==> src/rtl/pwr_mode_pkg.sv <==
package pwr_mode_pkg;

    typedef enum logic [1:0] {
        PM_RESET = 2'd0,
        PM_RUN   = 2'd1,
        PM_IDLE  = 2'd2,
        PM_PDOWN = 2'd3
    } pm_state_e;

    // Bit positions inside the power-control register
    localparam int unsigned BIT_IDLE   = 0;
    localparam int unsigned BIT_PDOWN  = 1;
    localparam int unsigned BIT_LVD_EN = 5;

    localparam int unsigned REG_W = 8;

endpackage

==> src/rtl/pwr_mcycle_div.sv <==
module pwr_mcycle_div #(
    parameter int unsigned MC_CLKS = 12
) (
    input  logic clk,
    input  logic rst_n,
    input  logic run,
    output logic tick
);
    localparam int unsigned CW = (MC_CLKS < 2) ? 1 : $clog2(MC_CLKS);
    localparam logic [CW-1:0] LAST = CW'(MC_CLKS - 1);

    logic [CW-1:0] cnt_q;

    always_ff @(posedge clk or negedge rst_n) begin
        if (!rst_n) begin
            cnt_q <= '0;
        end else if (run) begin
            if (cnt_q == LAST) begin
                cnt_q <= '0;
            end else begin
                cnt_q <= cnt_q + 1'b1;
            end
        end
    end

    assign tick = run && (cnt_q == LAST);

endmodule

==> src/rtl/pwr_pin_qual.sv <==
module pwr_pin_qual #(
    parameter int unsigned SYNC_STAGES = 2,
    parameter int unsigned QUAL_MC     = 2
) (
    input  logic clk,
    input  logic rst_n,
    input  logic pin_rst_n,
    input  logic tick,
    output logic pin_active,
    output logic ext_rst_valid
);
    localparam int unsigned QW = $clog2(QUAL_MC + 1);
    localparam logic [QW-1:0] QFULL = QW'(QUAL_MC);

    logic [SYNC_STAGES-1:0] sync_q;
    logic [QW-1:0]          qcnt_q;

    // Synchroniser keeps running on the raw clock in every mode
    always_ff @(posedge clk or negedge rst_n) begin
        if (!rst_n) begin
            sync_q <= '1;
        end else begin
            sync_q <= {sync_q[SYNC_STAGES-2:0], pin_rst_n};
        end
    end

    assign pin_active = !sync_q[SYNC_STAGES-1];

    always_ff @(posedge clk or negedge rst_n) begin
        if (!rst_n) begin
            qcnt_q <= '0;
        end else if (!pin_active) begin
            qcnt_q <= '0;
        end else if (tick && (qcnt_q != QFULL)) begin
            qcnt_q <= qcnt_q + 1'b1;
        end
    end

    assign ext_rst_valid = (qcnt_q == QFULL);

endmodule

==> src/rtl/pwr_mode_fsm.sv <==
module pwr_mode_fsm
    import pwr_mode_pkg::*;
#(
    parameter int unsigned    RST_MC   = 3,
    parameter logic [7:0]     SFR_ADDR = 8'h87
) (
    input  logic             clk,
    input  logic             rst_n,
    input  logic             tick,
    input  logic             rst_any,
    input  logic             any_irq,
    input  logic             pin_active,
    input  logic             wr_en,
    input  logic [7:0]       wr_addr,
    input  logic [REG_W-1:0] wr_data,
    output logic [REG_W-1:0] pcon,
    output pm_state_e        state,
    output logic             cpu_rst,
    output logic             cpu_halt,
    output logic             periph_clk_en,
    output logic             osc_en
);
    localparam int unsigned RW = (RST_MC < 2) ? 1 : $clog2(RST_MC);
    localparam logic [RW-1:0] RLAST = RW'(RST_MC - 1);

    pm_state_e        state_q, state_n;
    logic [REG_W-1:0] pcon_q, pcon_n;
    logic [RW-1:0]    rcnt_q, rcnt_n;
    logic             wr_hit;

    assign wr_hit = wr_en && (wr_addr == SFR_ADDR);

    // Next-state and register update
    always_comb begin
        state_n = state_q;
        pcon_n  = pcon_q;
        rcnt_n  = rcnt_q;
        if (rst_any) begin
            state_n = PM_RESET;
            pcon_n  = '0;
            rcnt_n  = '0;
        end else begin
            unique case (state_q)
                PM_RESET: begin
                    if (tick) begin
                        if (rcnt_q == RLAST) begin
                            state_n = PM_RUN;
                            rcnt_n  = '0;
                        end else begin
                            rcnt_n = rcnt_q + 1'b1;
                        end
                    end
                end
                PM_RUN: begin
                    if (wr_hit) begin
                        pcon_n = wr_data;
                        if (wr_data[BIT_PDOWN]) begin
                            pcon_n[BIT_IDLE] = 1'b0;
                            state_n = PM_PDOWN;
                        end else if (wr_data[BIT_IDLE]) begin
                            state_n = PM_IDLE;
                        end
                    end
                end
                PM_IDLE: begin
                    if (any_irq) begin
                        pcon_n[BIT_IDLE] = 1'b0;
                        state_n = PM_RUN;
                    end
                end
                PM_PDOWN: begin
                    state_n = PM_PDOWN;
                end
                default: begin
                    state_n = PM_RESET;
                end
            endcase
        end
    end

    // State register
    always_ff @(posedge clk or negedge rst_n) begin
        if (!rst_n) begin
            state_q <= PM_RESET;
            pcon_q  <= '0;
            rcnt_q  <= '0;
        end else begin
            state_q <= state_n;
            pcon_q  <= pcon_n;
            rcnt_q  <= rcnt_n;
        end
    end

    // Outputs
    always_comb begin
        cpu_rst       = 1'b0;
        cpu_halt      = 1'b0;
        periph_clk_en = 1'b1;
        osc_en        = 1'b1;
        unique case (state_q)
            PM_RESET: cpu_rst = 1'b1;
            PM_RUN:   cpu_halt = 1'b0;
            PM_IDLE:  cpu_halt = 1'b1;
            PM_PDOWN: begin
                cpu_halt      = 1'b1;
                periph_clk_en = 1'b0;
                osc_en        = pin_active;
            end
            default:  cpu_rst = 1'b1;
        endcase
    end

    assign pcon  = pcon_q;
    assign state = state_q;

endmodule

==> src/rtl/pwr_mode_ctrl.sv <==
module pwr_mode_ctrl
    import pwr_mode_pkg::*;
#(
    parameter int unsigned NUM_IRQ  = 8,
    parameter int unsigned MC_CLKS  = 12,
    parameter int unsigned QUAL_MC  = 2,
    parameter int unsigned RST_MC   = 3,
    parameter logic [7:0]  SFR_ADDR = 8'h87
) (
    input  logic               clk,
    input  logic               rst_n,
    input  logic               sfr_wr_en,
    input  logic [7:0]         sfr_addr,
    input  logic [7:0]         sfr_wdata,
    output logic [7:0]         sfr_rdata,
    input  logic [NUM_IRQ-1:0] irq_req,
    input  logic               pin_rst_n,
    input  logic               int_rst_req,
    input  logic               lvd_alert,
    output logic               cpu_rst,
    output logic               cpu_halt,
    output logic               periph_clk_en,
    output logic               osc_en
);
    pm_state_e        state;
    logic [REG_W-1:0] pcon;
    logic             mc_tick;
    logic             div_run;
    logic             pin_active;
    logic             ext_rst_valid;
    logic             lvd_rst;
    logic             rst_any;

    // Divider frozen in power-down unless the pin is pulling reset
    assign div_run = (state != PM_PDOWN) || pin_active;
    assign lvd_rst = lvd_alert && pcon[BIT_LVD_EN];
    assign rst_any = ext_rst_valid || int_rst_req || lvd_rst;

    pwr_mcycle_div #(.MC_CLKS(MC_CLKS)) u_div (
        .clk   (clk),
        .rst_n (rst_n),
        .run   (div_run),
        .tick  (mc_tick)
    );

    pwr_pin_qual #(.SYNC_STAGES(2), .QUAL_MC(QUAL_MC)) u_qual (
        .clk           (clk),
        .rst_n         (rst_n),
        .pin_rst_n     (pin_rst_n),
        .tick          (mc_tick),
        .pin_active    (pin_active),
        .ext_rst_valid (ext_rst_valid)
    );

    pwr_mode_fsm #(.RST_MC(RST_MC), .SFR_ADDR(SFR_ADDR)) u_fsm (
        .clk           (clk),
        .rst_n         (rst_n),
        .tick          (mc_tick),
        .rst_any       (rst_any),
        .any_irq       (|irq_req),
        .pin_active    (pin_active),
        .wr_en         (sfr_wr_en),
        .wr_addr       (sfr_addr),
        .wr_data       (sfr_wdata),
        .pcon          (pcon),
        .state         (state),
        .cpu_rst       (cpu_rst),
        .cpu_halt      (cpu_halt),
        .periph_clk_en (periph_clk_en),
        .osc_en        (osc_en)
    );

    assign sfr_rdata = pcon;

endmodule

==> config.mk <==
export PLATFORM = sky130hd
export DESIGN_NAME = pwr_mode_ctrl
export DESIGN_NICKNAME = d
export VERILOG_FILES = /design/src/rtl/pwr_mode_pkg.sv /design/src/rtl/pwr_mcycle_div.sv /design/src/rtl/pwr_pin_qual.sv /design/src/rtl/pwr_mode_fsm.sv /design/src/rtl/pwr_mode_ctrl.sv
export SDC_FILE = /design/constraint.sdc
export NUM_CORES = 1
export LEC_CHECK = 0
export ABC_AREA = 1
export BUFFER_PORTS_ARGS = -buffer_cell sky130_fd_sc_hd__buf_4
export CORE_ASPECT_RATIO = 1.2
export CORE_MARGIN = 5
export CORE_UTILIZATION = 45
export CTS_BUF_LIST = sky130_fd_sc_hd__clkbuf_4 sky130_fd_sc_hd__clkbuf_8 sky130_fd_sc_hd__clkbuf_16
export CTS_CLUSTER_DIAMETER = 50
export DETAILED_ROUTE_END_ITERATION = 16
export GPL_TIMING_DRIVEN = 0
export PLACE_DENSITY = 0.74
export RECOVER_POWER = 100
export SYNTH_ARGS = -nofsm -noshare
export SYNTH_HDL_FRONTEND = slang
export SYNTH_HIERARCHICAL = 1
export SYNTH_SLANG_ARGS = --single-unit
==> constraint.sdc <==
create_clock -name clk -period 4.15 [get_ports clk]
set_input_delay 0.415 -clock clk [delete_from_list [all_inputs] [get_ports clk]]
set_output_delay 0.415 -clock clk [all_outputs]
set_load 0.02 [all_outputs]
==> results by group, run 1 <==
Logic synthesis
  • Flip-flop and latch count after synthesis: 20
  • Post-synthesis sequential area ratio: 45.3%
  • Synth top area share: 40.5%
  • Mean post-synth cell area: 7.88 sq um
  • Area leader, netlist: sky130_fd_sc_hd__dfrtp_1
  • Post-synth net total: 173
  • Instance count of the mapped netlist: 141
  • Largest cells by area after synthesis: sky130_fd_sc_hd__dfrtp_1 (41%), sky130_fd_sc_hd__nand2_1 (9.1%), sky130_fd_sc_hd__inv_1 (8.4%), sky130_fd_sc_hd__nand3_1 (8.1%), sky130_fd_sc_hd__dfstp_2 (4.7%)
  • Combined area of all synthesized cells: 1110 sq um
  • Warning count from the yosys run: 6
  • Yosys cell types: 23

Min path
  • Instance count along the most critical hold path: 1
  • Path category of the worst min-delay check: primary input to flip-flop
  • Hold path startpoint: pin_rst_n

Job
  • Max-capacitance violation count: 0

CTS
  • Clock tree from TritonCTS: done
  • Cts bufs inserted: 3
  • Post-CTS sizing: 0
  • Depth of the CTS H-tree: 1
  • Later-pin clock latency in the skew report: 0.30 ns
  • Master cell of the clock root buffer: sky130_fd_sc_hd__clkbuf_4
  • CTS clock-pin slew for the worst setup and hold paths: 0.12 ns
  • Number of clock sinks seen by CTS: 20
  • Buffers from clock root to sink, at most: 2
  • Post-cts hold buffer count: 1
  • Buffers inserted during post-CTS setup optimization: 0

Critical path
  • Max stage delay cell, worst path: sky130_fd_sc_hd__dfstp_1
  • Number of stages on the worst setup path: 3
  • CP Capture Type: primary output
  • Delay of the slowest critical-path stage: 0.54 ns
  • List of cells traversed by the critical path: inv_1, or2_2, clkbuf_1
  • Type of origin of the critical path: flip-flop
  • Critical path's top delay family: flip-flops
  • Worst Reg2Reg Path Length in Cells: 9
  • Critical Setup Path Class: flip-flop to primary output
  • Worst path buffer plus inverter count: 2
  • Largest fanout on the critical path: 6
  • Worst R2R Start: u_qual/sync_q[1]
  • CP Data Arrival Time: 1.39 ns
  • Required @ worst endpoint: 3.73 ns
  • Worst setup startpoint: u_qual/sync_q[1]

Layout
  • Proportion of layout cells with a drive suffix above 1: 24.6%
  • Final Util: 62.0%
  • Area overhead of the layout relative to synthesis: 30.0%
  • Finished Cell Area: 1440 sq um
  • Net count reported at finish: 220
  • Antenna Diode Count: 0

Detailed routing
  • # DRC: 0
  • Post-Route WL: 2460 um
  • Number of vias in the routed layout: 1035
  • Starting DRT DRC Count: 12
  • Antenna violation net count after detailed routing: 0
  • Vias per inst: 4.75
  • First-pass iteration count of the detailed router: 4
  • Average detailed-routed wire length per instance: 11.3 um

Power
  • Peak supply drop: 0.208 mV
  • Leakage power: 0.776 nW
  • Power per unit of standard cell area: 450 nW/um^2

Status
  • Status: finished, final reports clean

Placement
  • Area after DPL: 1460 sq um
  • Detailed-placement wirelength estimate: 1980 um
  • Final Wtd Congestion: 0.798
  • Number of buffers added on ports: 41

Die
  • Height of the die: 64.4 um
  • Starting utilization of the core area: 47.7%
  • Area inside the core boundary: 2330 sq um
  • Chip Width: 55.4 um
  • Cell Rows: 19
  • Count of boundary I/O pins: 42
  • Die Footprint: 3570 sq um

STA
  • Worst slew margin relative to its limit: 28.8%
  • Count of final hold-check violations: 0
  • Unrepaired setup endpoints after global routing: false
  • Final max-slew violation count: 0
  • Fin Setup TNS: 0 ns
  • Total setup violations reported at the end of the flow: 0
  • Ratio of final minimum period to clock period: 43.5%
  • Clock tree skew after final layout: 0.00415 ns
  • Max Freq: 554 MHz
  • Slew at the pin closest to its max-slew limit: 1.07 ns
  • Minimum clock period: 1.81 ns

Global routing
  • GRT Util Overall: 15.8%
  • Number of antenna violations at the first check in global routing: 0
  • Largest net degree at the start of global routing: 21
  • Global-route wire length before repair: 4570 um
  • Total global routing overflow: 0
  • Number of global-route vias before repair: 1065
[final cells by class]
class	count	area [sq um]
Buffer	1	3.75
Clock buffer	3	22.5
Clock inverter	1	30.0
Fill cell	238	886
Inverter	29	109
Multi-Input combinational cell	91	468
Sequential cell	20	503
Tap cell	31	38.8
Timing Repair Buffer	42	269
[routing by layer]
layer	GRT usage [%]	routed length, um
met5	0	0
met1	17.0	944
met3	3.97	150
met2	30.0	1350
met4	5.47	17
[through the flow]
step	worst slack (ns)	total power, mW	hold WS, ns	instances
final	2.34	0.650	0.209	218
after global routing	2.16	0.711	0.183	218
after global placement	2.54	0.508	0.307	213
after detailed placement	2.45	0.522	0.310	213
after floorplan	2.65	0.435	0.119	141
after CTS	2.37	0.685	0.194	218
[synthesized netlist by cell type]
library cell and count:
sky130_fd_sc_hd__dfrtp_1 18, sky130_fd_sc_hd__nor2_1 12, sky130_fd_sc_hd__a21oi_1 2, sky130_fd_sc_hd__and3_1 1, sky130_fd_sc_hd__o21ai_0 5, sky130_fd_sc_hd__nand3b_1 1
sky130_fd_sc_hd__or2_2 1, sky130_fd_sc_hd__nand4_1 1, sky130_fd_sc_hd__nor2_4 2, sky130_fd_sc_hd__xor2_1 1, sky130_fd_sc_hd__o21ai_2 1, sky130_fd_sc_hd__nand2_1 27
sky130_fd_sc_hd__inv_2 4, sky130_fd_sc_hd__nor2_2 6, sky130_fd_sc_hd__nand3_1 18, sky130_fd_sc_hd__clkbuf_1 1, sky130_fd_sc_hd__nand4_4 2, sky130_fd_sc_hd__mux2_2 1
sky130_fd_sc_hd__ha_1 2, sky130_fd_sc_hd__dfstp_2 2, sky130_fd_sc_hd__nand2_2 1, sky130_fd_sc_hd__inv_1 25, sky130_fd_sc_hd__o21ai_1 7
[worst register-to-register path, cell delays in order (launching register included)]
cell	delay, ns
sky130_fd_sc_hd__dfstp_1	0.54
sky130_fd_sc_hd__inv_1	0.09
sky130_fd_sc_hd__nand3b_1	0.28
sky130_fd_sc_hd__nand4_1	0.19
sky130_fd_sc_hd__inv_1	0.13
sky130_fd_sc_hd__nand3_1	0.11
sky130_fd_sc_hd__nand3_1	0.09
sky130_fd_sc_hd__nand2_1	0.09
sky130_fd_sc_hd__a21oi_1	0.04
sky130_fd_sc_hd__nor2_1	0.13
[where the power goes]
part / internal [mW] / switching (mW)
Sequential: 0.232 / 0.0381
Combinational: 0.0884 / 0.134
Clock: 0.0976 / 0.0604
Total: 0.418 / 0.233
[path summary, 6_finish.rpt]
kind                                          to  slack [ns]
min in group asynchronous         u_div/cnt_q[2]        0.81
worst min-delay path            u_qual/sync_q[0]        0.21
worst max register to register    u_fsm/state[1]        2.39
worst max-delay path                      osc_en        2.34
max in group asynchronous          u_fsm/pcon[0]        2.70
worst min register to register  u_qual/sync_q[1]        0.38
[cell families after synthesis]
logic type	share of synthesized area [%]
adder cells (fa/ha/maj)	2.25
XOR/XNOR	0.788
multiplexers	1.01
buffers and inverters	10.1
AND/OR/NAND/NOR	33.4
AO/OA/AOI/OAI	7.09
flip-flops	45.3
[placed cells by master (no fill, tap or decap)]
| cell | Yosys | layout |
|---|---|---|
| sky130_fd_sc_hd__a21oi_1 | 2 | 2 |
| sky130_fd_sc_hd__and3_1 | 1 | 1 |
| sky130_fd_sc_hd__buf_4 | 0 | 27 |
| sky130_fd_sc_hd__bufinv_16 | 0 | 1 |
| sky130_fd_sc_hd__clkbuf_1 | 1 | 14 |
| sky130_fd_sc_hd__clkbuf_4 | 0 | 4 |
| sky130_fd_sc_hd__dfrtp_1 | 18 | 18 |
| sky130_fd_sc_hd__dfstp_1 | 0 | 1 |
| sky130_fd_sc_hd__dfstp_2 | 2 | 1 |
| sky130_fd_sc_hd__dlygate4sd3_1 | 0 | 1 |
| sky130_fd_sc_hd__ha_1 | 2 | 2 |
| sky130_fd_sc_hd__inv_1 | 25 | 26 |
| sky130_fd_sc_hd__inv_2 | 4 | 3 |
| sky130_fd_sc_hd__mux2_2 | 1 | 1 |
| sky130_fd_sc_hd__nand2_1 | 27 | 27 |
| sky130_fd_sc_hd__nand2_2 | 1 | 1 |
| sky130_fd_sc_hd__nand3_1 | 18 | 18 |
| sky130_fd_sc_hd__nand3b_1 | 1 | 1 |
| sky130_fd_sc_hd__nand4_1 | 1 | 2 |
| sky130_fd_sc_hd__nand4_4 | 2 | 1 |
| sky130_fd_sc_hd__nor2_1 | 12 | 15 |
| sky130_fd_sc_hd__nor2_2 | 6 | 4 |
| sky130_fd_sc_hd__nor2_4 | 2 | 1 |
| sky130_fd_sc_hd__o21ai_0 | 5 | 10 |
| sky130_fd_sc_hd__o21ai_1 | 7 | 2 |
| sky130_fd_sc_hd__o21ai_2 | 1 | 1 |
| sky130_fd_sc_hd__or2_2 | 1 | 1 |
| sky130_fd_sc_hd__xor2_1 | 1 | 1 |
[state kept, by name, summed over array words and instances (netlist names)]
register       flops
u_qual/qcnt_q      2
u_qual/sync_q      2
u_fsm/rcnt_q       2
u_div/cnt_q        4
u_fsm/pcon         8
u_fsm/state        2
Note: power is estimated with default switching activity, not from simulation.
==> run 2: changes to the inputs <==
==> constraint.sdc (replaced) <==
create_clock -name clk -period 1.69 [get_ports clk]
set_input_delay 0.169 -clock clk [delete_from_list [all_inputs] [get_ports clk]]
set_output_delay 0.169 -clock clk [all_outputs]
set_load 0.02 [all_outputs]
==> results by group, run 2 (same netlist as run 1, synthesis figures left out) <==
Placement
  • Number of buffers added on ports: 41
  • Final Wtd Congestion: 0.798
  • DP Worst Slack: -0.00531 ns
  • DP Cell Count: 213
  • Detailed-placement wirelength estimate: 1980 um

Detailed routing
  • Average detailed-routed wire length per instance: 11.5 um
  • Antenna violation net count after detailed routing: 0
  • Post-Route WL: 2570 um
  • First-pass iteration count of the detailed router: 4
  • Starting DRT DRC Count: 21
  • Vias per inst: 4.74
  • # DRC: 0
  • Number of vias in the routed layout: 1062

Layout
  • Filler-free cell count of the finished design: 224
  • Fillers: 229
  • Area taken by multi-input logic gates: 489 sq um
  • Most frequent cells in the layout: sky130_fd_sc_hd__buf_4 (31), sky130_fd_sc_hd__nand2_1 (26), sky130_fd_sc_hd__inv_1 (24), sky130_fd_sc_hd__nand3_1 (18), sky130_fd_sc_hd__dfrtp_1 (18)
  • Antenna Diode Count: 0
  • Final Util: 65.0%
  • Proportion of layout cells with a drive suffix above 1: 30.1%
  • Area overhead of the layout relative to synthesis: 36.3%
  • Flip-flop count of the largest register after layout: 8
  • Most common library cell in the layout ignoring fill and taps: sky130_fd_sc_hd__buf_4
  • Net count reported at finish: 226
  • Total area of sequential cells: 503 sq um

Power
  • Peak supply drop: 0.487 mV
  • Power per unit of standard cell area: 1080 nW/um^2
  • Switching power: 0.593 mW
  • Comb power frac: 35.7%
  • Clk pwr share: 23.7%
  • Leakage power: 0.805 nW
  • Internal portion of total power: 1.04 mW
  • Switching share of total power: 36.2%
  • Fraction of power consumed by sequential logic: 40.6%

Global routing
  • Met2 Usage GRT: 30.9%
  • GRT Util Overall: 16.1%
  • Total global routing overflow: 0
  • Number of global-route vias before repair: 1085
  • Global-route wire length before repair: 4640 um
  • Largest net degree at the start of global routing: 21
  • Met3 track utilization from global routing: 3.97%
  • Most crowded layer after global routing: met2
  • GRT met1 Usage: 17.0%
  • Number of antenna violations at the first check in global routing: 0

Critical path
  • CP Capture Type: primary output
  • Worst Reg2Reg Path Length in Cells: 7
  • CP Data Arrival Time: 1.36 ns
  • List of cells traversed by the critical path: inv_2, or2_2, clkbuf_1
  • Required @ worst endpoint: 1.52 ns
  • Type of origin of the critical path: flip-flop
  • Max stage delay cell, worst path: sky130_fd_sc_hd__dfstp_2
  • Critical Setup Path Class: flip-flop to primary output
  • Worst setup startpoint: u_qual/sync_q[1]
  • Crit path capture: osc_en
  • Largest fanout on the critical path: 6
  • Critical path's top delay family: flip-flops
  • RR Endpoint: u_fsm/pcon[6]
  • Worst R2R Start: u_qual/qcnt_q[0]
  • Reg-to-reg setup timing slack: 0.18 ns
  • Delay of the slowest critical-path stage: 0.55 ns
  • Number of stages on the worst setup path: 3
  • Worst path buffer plus inverter count: 2

STA
  • Minimum clock period: 1.53 ns
  • Max Freq: 656 MHz
  • Post-route setup slack: 0.165 ns
  • Worst hold slack: 0.0957 ns
  • Ratio of final minimum period to clock period: 90.3%
  • Total setup violations reported at the end of the flow: 0
  • Slew at the pin closest to its max-slew limit: 1.06 ns
  • Clock tree skew after final layout: 0.00455 ns
  • Unrepaired setup endpoints after global routing: false
  • Worst slew margin relative to its limit: 29.3%
  • Count of final hold-check violations: 0
  • Final max-slew violation count: 0

CTS
  • CTS clock-pin slew for the worst setup and hold paths: 0.12 ns
  • Master cell of the clock root buffer: sky130_fd_sc_hd__clkbuf_4
  • Cts bufs inserted: 3
  • Depth of the CTS H-tree: 1
  • Clock tree from TritonCTS: done
  • Number of clock sinks seen by CTS: 20
  • Later-pin clock latency in the skew report: 0.30 ns
  • Buffers from clock root to sink, at most: 2

Die
  • Starting utilization of the core area: 47.7%
  • Count of boundary I/O pins: 42
  • Area inside the core boundary: 2330 sq um
  • Cell Rows: 19
  • Die Footprint: 3570 sq um
  • Height of the die: 64.4 um
  • Chip Width: 55.4 um

Status
  • Status: finished, final reports clean

Job
  • Max-capacitance violation count: 0

Min path
  • Path category of the worst min-delay check: primary input to flip-flop
-- run 2: worst min path at each step --
stage                  from             end  slack, ns  cells past startpoint
2_1_floorplan         rst_n  u_div/cnt_q[0]      -0.13                      0
3_3_place_gp          rst_n  u_div/cnt_q[0]       0.06                      1
3_5_place_dp          rst_n  u_div/cnt_q[0]       0.06                      1
4_1_cts        sfr_wdata[2]   u_fsm/pcon[2]       0.08                      3
5_1_grt        sfr_wdata[2]   u_fsm/pcon[2]       0.07                      3
6_report       sfr_wdata[2]   u_fsm/pcon[2]        0.1                      3
-- run 2: layout make-up --
class / count / share of cell area, %
Buffer: 1 / 0.248
Clock buffer: 3 / 1.49
Clock inverter: 1 / 1.98
Inverter: 29 / 7.52
Multi-Input combinational cell: 91 / 32.3
Sequential cell: 20 / 33.2
Tap cell: 31 / 2.56
Timing Repair Buffer: 48 / 20.7
-- run 2: what timing repair did --
item,4_1_cts,5_1_grt
endpoints found under the hold margin,21,0
gates resized for setup,0,5
endpoints found under the setup margin,1,5
hold buffers,2,0
buffers inserted,1,4
pin swaps,0,2
-- run 2: tightest hold or removal path: stages --
cell                      delay [ns]
sky130_fd_sc_hd__buf_4          0.11
sky130_fd_sc_hd__inv_1          0.04
sky130_fd_sc_hd__o21ai_1        0.05
-- run 2: power by group through the flow --
| stage | Combinational, mW | Sequential, mW | Clock (mW) |
|---|---|---|---|
| global placement | 0.581 | 0.667 | 0 |
| global route | 0.677 | 0.684 | 0.424 |
| detailed placement | 0.606 | 0.676 | 0 |
| floorplan | 0.412 | 0.658 | 0 |
| finish | 0.585 | 0.665 | 0.388 |
| CTS | 0.621 | 0.667 | 0.402 |
-- run 2: per-layer routing --
metal	vias up	part of all wire, %
met5	-	0
met1	479	38
met4	0	0.62
li1	549	-
met3	2	6.1
met2	32	56
-- run 2: metrics by stage --
step                 TNS, ns  cell area (sq um)  power [mW]
floorplan                  0               1110        1.07
global placement           0               1460        1.25
detailed placement  -0.00531               1460        1.28
finish                     0               1510        1.64
global route               0               1510        1.79
CTS                        0               1540        1.69
